**src/rtl/adc_scan_seq.sv**
```systemverilog
module adc_scan_seq #(
  parameter int NCH   = 16,
  parameter int RES_W = 10,
  localparam int CHW  = $clog2(NCH)
) (
  input  logic             clk,
  input  logic             rst_n,
  input  logic             standby,
  input  logic             wr_en,
  input  logic             wr_sel,
  input  logic [7:0]       wr_data,
  output logic [7:0]       ctrl_q,
  output logic [7:0]       mode_q,
  input  logic             ext_trig,
  input  logic             tmr_trig,
  output logic             cclk_en,
  output logic             conv_start,
  output logic [CHW-1:0]   conv_ch,
  input  logic             conv_done,
  input  logic [RES_W-1:0] conv_data,
  input  logic [CHW-1:0]   rd_ch,
  output logic [RES_W-1:0] rd_data,
  output logic [NCH-1:0]   done_flags
);

  logic             trg_en, start_q, cont, scan_en, busy_q;
  logic [1:0]       cks, grp, pos;
  logic [CHW-1:0]   first;
  logic [4:0]       div_cnt;
  logic [RES_W-1:0] res [NCH];

  wire wr_ctrl = wr_en & ~wr_sel;
  wire wr_mode = wr_en & wr_sel;
  wire stop    = standby | (wr_ctrl & ~wr_data[4]);
  wire trig    = trg_en & (ext_trig | tmr_trig);
  wire go      = ~stop & ~start_q & ((wr_ctrl & wr_data[4]) | trig);
  wire [1:0] grp_last = scan_en ? grp : 2'd0;
  wire last    = (pos == grp_last);
  wire [4:0] div_last = 5'd31 >> cks;

  assign cclk_en    = start_q & (div_cnt == div_last);
  assign conv_start = start_q & ~busy_q;
  assign conv_ch    = first + CHW'(pos);
  assign ctrl_q     = {trg_en, cks, start_q, cont, 3'b111};
  assign mode_q     = {scan_en, 1'b0, grp, 4'(first)};
  assign rd_data    = res[rd_ch];

  always_ff @(posedge clk or negedge rst_n) begin
    if (!rst_n) begin
      trg_en <= 1'b0; cks <= '0; cont <= 1'b0;
      scan_en <= 1'b0; grp <= '0; first <= '0;
      start_q <= 1'b0; busy_q <= 1'b0; pos <= '0;
      div_cnt <= '0; done_flags <= '0;
      for (int i = 0; i < NCH; i++) res[i] <= '0;
    end else begin
      if (wr_ctrl) begin
        trg_en <= wr_data[7];
        if (!start_q) begin
          cks  <= wr_data[6:5];
          cont <= wr_data[3];
        end
      end
      if (wr_mode && !start_q) begin
        scan_en <= wr_data[7];
        grp     <= wr_data[5:4];
        first   <= wr_data[CHW-1:0];
      end
      div_cnt <= (!start_q || cclk_en) ? 5'd0 : div_cnt + 5'd1;
      if (stop) begin
        start_q <= 1'b0; busy_q <= 1'b0; pos <= '0;
      end else if (go) begin
        start_q <= 1'b1; busy_q <= 1'b0; pos <= '0;
        done_flags <= '0;
      end else if (start_q) begin
        if (!busy_q) busy_q <= 1'b1;
        else if (conv_done) begin
          busy_q              <= 1'b0;
          res[conv_ch]        <= conv_data;
          done_flags[conv_ch] <= 1'b1;
          if (last) begin
            pos <= '0;
            if (!(scan_en && cont)) start_q <= 1'b0;
          end else pos <= pos + 2'd1;
        end
      end
    end
  end

endmodule


```
**config.mk**
```make
export PLATFORM = sky130hd
export DESIGN_NAME = adc_scan_seq
export DESIGN_NICKNAME = d
export VERILOG_FILES = /design/src/rtl/adc_scan_seq.sv
export SDC_FILE = /design/constraint.sdc
export NUM_CORES = 1
export LEC_CHECK = 0
export BUFFER_PORTS_ARGS = -buffer_cell sky130_fd_sc_hd__buf_2
export CORE_MARGIN = 3
export CORE_UTILIZATION = 44
export CTS_CLUSTER_SIZE = 10
export DETAILED_ROUTE_END_ITERATION = 10
export PLACE_DENSITY_LB_ADDON = 0.1
export SLEW_MARGIN = 20
export SYNTH_ARGS = -nofsm -noshare
export SYNTH_HDL_FRONTEND = slang
export SYNTH_SLANG_ARGS = --single-unit
export TNS_END_PERCENT = 30
```
**constraint.sdc**
```tcl
create_clock -name clk -period 2.8 [get_ports clk]
set_input_delay 0.84 -clock clk [delete_from_list [all_inputs] [get_ports clk]]
set_output_delay 0.84 -clock clk [all_outputs]
set_load 0.01 [all_outputs]
```
==> results of run 1 <==
-- layer usage --
| layer | wire, µm | up-vias | share of wire | GRT usage |
|---|---|---|---|---|
| li1 | - | 2807 | - | - |
| met1 | 11900 | 3408 | 0.42 | 0.375 |
| met2 | 13300 | 363 | 0.47 | 0.411 |
| met3 | 2030 | 59 | 0.073 | 0.0548 |
| met4 | 828 | 0 | 0.030 | 0.0785 |
| met5 | 0 | - | 0 | 0 |
-- per-stage QoR --
stage / util / instance area [µm²] / hold WS (ps) / power, mW / std cells
final: 0.547 / 10800 / 410 / 6.26 / 1053
after global routing: 0.547 / 10800 / 439 / 6.50 / 1053
after CTS: 0.543 / 10700 / 426 / 6.28 / 1052
after detailed placement: 0.507 / 10000 / 456 / 3.94 / 1017
after global placement: 0.507 / 10000 / 451 / 3.92 / 1017
after floorplan: - / 8990 / 438 / 3.57 / 668
-- repair_timing --
item / CTS / global route
gates cloned: 3 / 1
pin swaps: 6 / 10
gates resized for setup: 19 / 9
setup endpoints to repair: 12 / 13
-- worst min path at each step --
stage	end	slack, ps	cells after the start
finish	res[127]	410	1
global placement	div_cnt[0]	450	1
detailed placement	div_cnt[0]	460	1
CTS	res[68]	430	1
floorplan	div_cnt[0]	440	1
global route	res[38]	440	1
-- synthesized netlist by cell type, types with 4 or more instances --
| cell | number |
|---|---|
| dfrtp_1 | 196 |
| a22oi_1 | 20 |
| nor3_1 | 5 |
| o21ai_0 | 4 |
| buf_2 | 31 |
| a21bo_1 | 10 |
| buf_4 | 11 |
| a31oi_1 | 4 |
| xnor2_1 | 4 |
| nand3_1 | 4 |
| a21oi_1 | 6 |
| nor2_1 | 11 |
| mux2_2 | 11 |
| o21ai_1 | 13 |
| inv_1 | 7 |
| clkbuf_1 | 16 |
| a21bo_2 | 6 |
| mux4_2 | 40 |
| nand2_1 | 55 |
| o2bb2ai_1 | 157 |
-- cells by family (layout without fill, tap and decap cells) --
kind of cell               count (synthesis)  count (layout)  share of synthesized area
AOI/OAI and AO/OA                        231             231                      0.216
xor gates and xnor gates                   7               7                    0.00684
adders and majority gates                  4               4                    0.00642
buffers and inverters                     69             189                     0.0387
DFF                                      196             196                      0.547
muxes                                     55              55                      0.121
other                                      2               4                   0.000838
and+or+nand+nor                          102             102                     0.0633
-- power by group through the flow --
stage               clock [mW]  sequential [mW]  combinational [mW]
finish                    2.33             3.04               0.888
global route              2.49             3.06               0.957
CTS                       2.36             3.04               0.877
detailed placement           0             3.09               0.848
global placement             0             3.09               0.829
floorplan                    0             3.07               0.499
-- state kept, by name, indices dropped and copies added (netlist names), 2 cells and up --
signal and cells:
done_flags 16, cks 2, first 4, pos 2
grp 2, div_cnt 5, res 160
-- cell type report --
class | instances | area [µm²]
fillers | 1664 | 8940
flip-flops and latches | 196 | 4900
multi-input cells | 403 | 3830
repair buffers | 149 | 1130
clock buffers | 17 | 425
well taps | 265 | 332
clock inverters | 15 | 128
inverters | 8 | 30.0
==> out/metrics.csv, run 1 <==
metric;value;unit
worst_pin_slew;699;ps
path_clk_slew;70;ps
p_sw;1.82;mW
drt-total-wl;28000;µm
synth-edff-count;0;
slew_viol_final;0;
leakage;4.76;nW
drcViolationCount;0;
antenna_found_initial;0;
final_common_cell;dfrtp_1;
yosysTopAreaCellShare;0.547;
syn_inst;666;
pwr-share-seq;0.486;
crit_chain;buf_16, buf_12, mux4_2, a22oi_2, nand2_1, buf_2;
postLayoutSetupSlackWorst;-103;ps
start_util;0.454;
htreeDepth;4;
worst_skew_pair.late_latency;440;ps
drt_iter0_drc;583;
drtPass1Iterations;5;
grt_usage;0.263;
final_cell_mix;dfrtp_1 (196), o2bb2ai_1 (157), buf_2 (71), buf_4 (65), nand2_1 (55);
end_kind;primary output;
cellPowerDensity;581;mW/mm²
grt_pass1_wl;43400;µm
fp.coreArea;0.0197;mm²
grt_max_degree;70;
drive_gt1_frac;0.348;
hold_class;in -> async;
synth_area;0.00896;mm²
synth-async-reset-ratio;1.00;
wl_per_cell;26.6;µm
yosysTopAreaCell;dfrtp_1;
intPower;4.45;mW
viasPerCell;6.30;
combPwrFrac;0.142;
ys_seq_area_frac;0.547;
worstReg2RegEnd;res[63];
max_stage_delay;510;ps
post_cts_buffers;0;
synth_flop_cell;dfrtp_1;
finalHoldViolations;0;
worst_path_max_delay_cell;mux4_2;
worstPathRequired;1960;ps
ant_nets;0;
dpl_worst_slack;-285;ps
gp_congestion;0.898;
drv_cap;0;
antennaDiodeCount;0;
hold_buffers;0;
status;complete, but fails checks;
arrival;2060;ps
r2r_start;first[0];
rsz0062_at_grt;true;
cts.sinks;196;
power_frac_clock;0.372;
io_buffers;73;
numCtsBuffers;17;
reg2regPathDepth;9;
finalNetCount;809;
grt_pass1_vias;6942;
cts_root_buf;clkbuf_16;
hpwlAfterDp;18400;µm
crit_type;in -> out;
die_area;0.0221;mm²
cp.depth;6;
fmax;0.345;GHz
cts_max_path_buffers;2;
yosysUniqueCellTypes;52;
rrSetupSlack;200;ps
post-route-min-period;2900;ps
vdd_ir_drop_max;0.413;mV
ys_top_cells_by_area;dfrtp_1 (55%), o2bb2ai_1 (15%), mux4_2 (10%), nand2_1 (2.3%), buf_2 (1.7%);
ys_warn_count;0;
switching_share;0.290;
io_pins;78;
syn2layout_area_growth;20.3;%
cp-start-kind;primary input;
syn_avg_cell_area;13.5;µm²
ys_ff_latch;196;
fp.dieH;149;µm
finalSetupViolCount;10;
path_buf_inv;3;
setup_tns;-851;ps
cp_top_family;multiplexers;
placementRows;51;
via_count;6637;
overflow;0;
failed_checks;setup timing;
crit_start;rd_ch[0];
die_w;149;µm
cp_max_fo;8;
max-slew-margin-rel;0.534;
min_period_over_period;1.04;
cts_tree;built;
crit_end;rd_data[4];
skew;7.54;ps
Note: power is estimated with default switching activity, not from simulation.
==> inputs of run 2 (changes only) <==
--- a/config.mk
+++ b/config.mk
@@ -5,10 +5,11 @@
 export SDC_FILE = /design/constraint.sdc
 export NUM_CORES = 1
 export LEC_CHECK = 0
+export ABC_AREA = 1
 export BUFFER_PORTS_ARGS = -buffer_cell sky130_fd_sc_hd__buf_2
-export CORE_MARGIN = 3
+export CORE_MARGIN = 2
 export CORE_UTILIZATION = 44
-export CTS_CLUSTER_SIZE = 10
+export CTS_CLUSTER_SIZE = 8
 export DETAILED_ROUTE_END_ITERATION = 10
 export PLACE_DENSITY_LB_ADDON = 0.1
 export SLEW_MARGIN = 20
==> out/metrics.csv, run 2 <==
metric;value;unit
worst_path_max_delay_cell;buf_4;
io_pins;78;
numCtsBuffers;17;
syn_inst;1286;
regMostFlops;res;
fp.dieH;155;µm
postLayoutSetupSlackWorst;53.1;ps
worstPathRequired;1960;ps
antennaDiodeCount;0;
crit_chain;buf_6, buf_4, a21oi_1, o21ai_0, nand3_1, nand3_1, nand2_1, buf_2;
final_common_cell;nand2_1;
design_area;0.0115;mm²
largest_reg_flops;160;
reg2regPathDepth;9;
drt_iter0_drc;857;
via_count;8703;
synth.most_common_cell;nand2_1;
drv_cap;0;
setup_tns;0;ps
placed_area;0.0108;mm²
slew_viol_final;0;
hold_buffers;0;
ys_warn_count;0;
overflow;0;
gp_congestion;0.830;
die_area;0.0239;mm²
hold_class;in -> async;
post-route-min-period;2750;ps
max-slew-margin-rel;0.627;
ys_top_cells_by_area;dfrtp_1 (49%), nand2_1 (16%), nand3_1 (12%), inv_1 (4.6%), o211ai_1 (3.9%);
final_cells;1640;
hpwlAfterDp;20100;µm
yosysTopAreaCellShare;0.492;
cellPowerDensity;624;mW/mm²
die_w;155;µm
wl_per_cell;18.1;µm
placementRows;55;
viasPerCell;5.31;
cp_max_fo;10;
cp.depth;8;
synth-async-reset-ratio;1.00;
end_kind;primary output;
path_common_cell;nand3_1;
crit_type;in -> out;
worst_pin_slew;559;ps
ys_seq_area_frac;0.492;
nFillCells;2202;
path_clk_slew;70;ps
skew;12.1;ps
cts_root_buf;clkbuf_16;
ys_ff_latch;196;
drcViolationCount;0;
yosysUniqueCellTypes;31;
cts_tree;built;
leakage;6.01;nW
grt_max_degree;54;
status;complete, no violations;
dpl_worst_slack;-31.4;ps
synth-edff-count;0;
antenna_found_initial;0;
min_period_over_period;0.981;
syn_avg_cell_area;7.75;µm²
finalNetCount;1376;
synth_area;0.00997;mm²
htreeDepth;4;
rsz0062_at_grt;true;
finalHoldViolations;0;
worst_skew_pair.late_latency;430;ps
multiInputGateArea;0.00407;mm²
grt_pass1_wl;46900;µm
max_stage_delay;180;ps
place_inst;1604;
cp_top_family;buffers and inverters;
path_buf_inv;3;
fmax;0.364;GHz
reg_top3;res (160), done_flags (16), div_cnt (5);
drtPass1Iterations;5;
grt_pass1_vias;8238;
cts_max_path_buffers;2;
syn2layout_area_growth;14.8;%
ys_top_cells_by_count;nand2_1 (430), nand3_1 (235), dfrtp_1 (196);
finalSetupViolCount;0;
yosysTopAreaCell;dfrtp_1;
regArea;0.00490;mm²
ant_nets;0;
start_util;0.445;
fp.coreArea;0.0224;mm²
drt-total-wl;29700;µm
cts.sinks;196;
vdd_ir_drop_max;0.342;mV
hold_ws;348;ps
arrival;1910;ps
io_buffers;73;
drive_gt1_frac;0.153;
grt_usage;0.254;
synth_flop_cell;dfrtp_1;
cp-start-kind;primary input;
final_cell_mix;nand2_1 (430), nand3_1 (233), dfrtp_1 (196), inv_1 (122), buf_2 (71);
run 2: changes by cell type in the layout (fill, tap and decap cells not counted), sizes merged, moves of 19 or more:
| cell | delta |
|---|---|
| mux4 | -40 |
| nor2 | +19 |
| inv | +118 |
| nand2 | +382 |
| a21oi | +40 |
| o211ai | +52 |
| o2bb2ai | -160 |
| a22oi | -20 |
| o21ai | +19 |
| nand3 | +230 |
run 2: what timing repair did:
| action | in CTS | in global routing |
|---|---|---|
| pin swaps | 1 | 0 |
| gates cloned | 0 | 1 |
| endpoints found under the hold margin | 0 | 0 |
| gates resized for setup | 3 | 7 |
| setup endpoints to repair | 3 | 7 |
| buffers inserted | 1 | 2 |
run 2: worst paths after layout:
kind / slack, ps / startpoint / end
setup / recovery: 50 / rd_ch[0] / rd_data[4]
hold / removal: 350 / rst_n / start_q
setup reg to reg: 280 / first[0] / res[7]
hold reg to reg: 470 / res[157] / res[157]
max in group asynchronous: 1790 / rst_n / res[143]
min in group clk: 470 / res[157] / res[157]
run 2: cell type report:
type / instances / share of cell area
clock buffer: 20 / 0.0399
clock inverter: 12 / 0.00809
inverter: 124 / 0.0409
multi-input combinational: 858 / 0.356
sequential: 196 / 0.428
tap: 285 / 0.0311
timing repair buffer: 145 / 0.0960
run 2: cell families after synthesis:
family,synth area share
AO/OA/AOI/OAI,0.0838
XOR/XNOR,0.00715
adder cells (fa/ha/maj),0.00577
buffers and inverters,0.104
flip-flops,0.492
multiplexers,0.00339
other,0.000753
AND/OR/NAND/NOR,0.303
run 2: metrics by stage:
stage	power, mW	utilization
global route	7.49	0.510
global placement	4.79	0.482
finish	7.15	0.510
CTS	7.16	0.508
detailed placement	4.80	0.482
floorplan	4.25	-
run 2: report_power, final:
| part | internal (mW) | total (mW) | switching, mW |
|---|---|---|---|
| clock | 1.20 | 2.35 | 1.15 |
| combinational | 0.523 | 1.54 | 1.02 |
| sequential | 3.08 | 3.25 | 0.174 |
run 2: routing by layer:
metal / vias up / routed length, µm / global-route usage / part of all wire
met5: - / 0 / 0 / 0
li1: 4210 / - / - / -
met2: 283 / 13200 / 0.387 / 0.44
met3: 49 / 1720 / 0.0451 / 0.058
met1: 4161 / 14000 / 0.368 / 0.47
met4: 0 / 817 / 0.0904 / 0.028
==> inputs of run 3 (changes only) <==
--- a/config.mk
+++ b/config.mk
@@ -5,10 +5,10 @@
 export SDC_FILE = /design/constraint.sdc
 export NUM_CORES = 1
 export LEC_CHECK = 0
-export ABC_AREA = 1
 export BUFFER_PORTS_ARGS = -buffer_cell sky130_fd_sc_hd__buf_2
 export CORE_MARGIN = 2
 export CORE_UTILIZATION = 44
+export CTS_BUF_LIST = sky130_fd_sc_hd__clkbuf_16
 export CTS_CLUSTER_SIZE = 8
 export DETAILED_ROUTE_END_ITERATION = 10
 export PLACE_DENSITY_LB_ADDON = 0.1
==> out/metrics.csv, run 3 (synthesis results as in run 1) <==
metric;value;unit
status;complete, but fails checks;
failed_checks;setup timing;
via_count;6550;
final_common_cell;dfrtp_1;
hold_class;in -> async;
gp_congestion;0.806;
postLayoutSetupSlackWorst;-119;ps
grt_pass1_vias;7046;
cts_tree;built;
leakage;4.73;nW
largest_reg_flops;160;
htreeDepth;4;
hold_buffers;0;
cp_max_fo;8;
cellPowerDensity;587;mW/mm²
power;6.32;mW
rsz0062_at_grt;true;
syn2layout_area_growth;20.1;%
crit_start;rd_ch[0];
numCtsBuffers;17;
cts_max_path_buffers;2;
slew_viol_final;0;
placementRows;52;
fp.coreArea;0.0201;mm²
final_core_util;0.535;
grt_max_degree;57;
worst_skew_pair.late_latency;440;ps
end_kind;primary output;
grt_usage;0.268;
r2r_start;first[0];
skew;9.94;ps
cp-start-kind;primary input;
min_period_over_period;1.04;
antennaDiodeCount;0;
viasPerCell;6.24;
path_clk_slew;80;ps
drt-total-wl;27400;µm
hold_ws;312;ps
drtPass1Iterations;6;
drv_cap;0;
worstPathRequired;1960;ps
drt_iter0_drc;488;
fmax;0.343;GHz
io_pins;78;
final_cell_mix;dfrtp_1 (194), o2bb2ai_1 (157), buf_2 (70), buf_4 (56), nand2_1 (55);
drcViolationCount;0;
crit_type;in -> out;
rrSetupSlack;140;ps
finalHoldViolations;0;
dpl_worst_slack;-259;ps
antenna_found_initial;0;
overflow;0;
vdd_ir_drop_max;0.389;mV
worst_pin_slew;624;ps
start_util;0.446;
cts.sinks;196;
post-route-min-period;2920;ps
drive_gt1_frac;0.350;
die_w;147;µm
nFillCells;1715;
worstReg2RegEnd;res[134];
arrival;2080;ps
regMostFlops;res;
finalSetupViolCount;10;
ant_nets;0;
crit_end;rd_data[9];
die_area;0.0215;mm²
wl_per_cell;26.1;µm
max-slew-margin-rel;0.583;
reg_top3;res (160), done_flags (16), div_cnt (5);
reg2regPathDepth;8;
fp.dieH;147;µm
cts_root_buf;clkbuf_16;
io_buffers;73;
finalNetCount;801;
grt_pass1_wl;42900;µm
hpwlAfterDp;18000;µm
[run 3: changes by cell type in the layout (fill, tap and decap cells not counted), sizes merged, moves of 8 or more]
cell and delta:
o2bb2ai +160, mux2 +8, a22oi +20, mux4 +40, nand3 -230, a21oi -40, o21ai -19, nor2 -19
o211ai -52, nand2 -382, a21bo +16, inv -116
[run 3: critical path, stage by stage]
cell	delay, ps
buf_16	140
buf_12	160
mux4_2	510
a22oi_2	190
nand2_1	100
buf_6	140
[run 3: how the worst min path moves through the flow]
stage | from | end | slack, ps | cells after the start
2_1_floorplan | div_cnt[0] | div_cnt[0] | 440 | 1
3_3_place_gp | div_cnt[0] | div_cnt[0] | 450 | 1
3_5_place_dp | div_cnt[0] | div_cnt[0] | 460 | 1
4_1_cts | rst_n | res[157] | 310 | 1
5_1_grt | rst_n | res[157] | 320 | 1
6_report | rst_n | res[157] | 310 | 1
[run 3: what timing repair did]
action,in CTS,in global routing
pin swaps,9,7
hold endpoints to repair,0,0
cloned,3,0
endpoints found under the setup margin,19,14
buffers inserted,1,0
gates resized for setup,21,17
[run 3: layout make-up]
cell class	instances	area [µm²]	share of cell area
well taps	270	338	0.0314
clock buffers	17	425	0.0395
inverters	8	30.0	0.00279
flip-flops and latches	196	4910	0.456
repair buffers	141	1070	0.0993
clock inverters	15	148	0.0137
multi-input cells	403	3850	0.357
[run 3: power by group]
part	total (mW)	internal, mW	switching, mW
clock	2.42	1.25	1.17
sequential	3.05	2.94	0.110
combinational	0.853	0.338	0.515
[run 3: layer usage]
metal / GRT usage / up-vias / routed length (µm)
li1: - / 2790 / -
met1: 0.371 / 3390 / 11800
met2: 0.410 / 314 / 12800
met3: 0.0714 / 56 / 2100
met4: 0.0971 / 0 / 718
met5: 0 / - / 0
[run 3: metrics by stage]
stage	std cells	cell area [µm²]	TNS, ps
floorplan	668	8990	0
global placement	1014	9940	-2090
detailed placement	1014	9940	-2200
CTS	1050	10700	-1030
global route	1050	10800	-1390
finish	1050	10800	-902
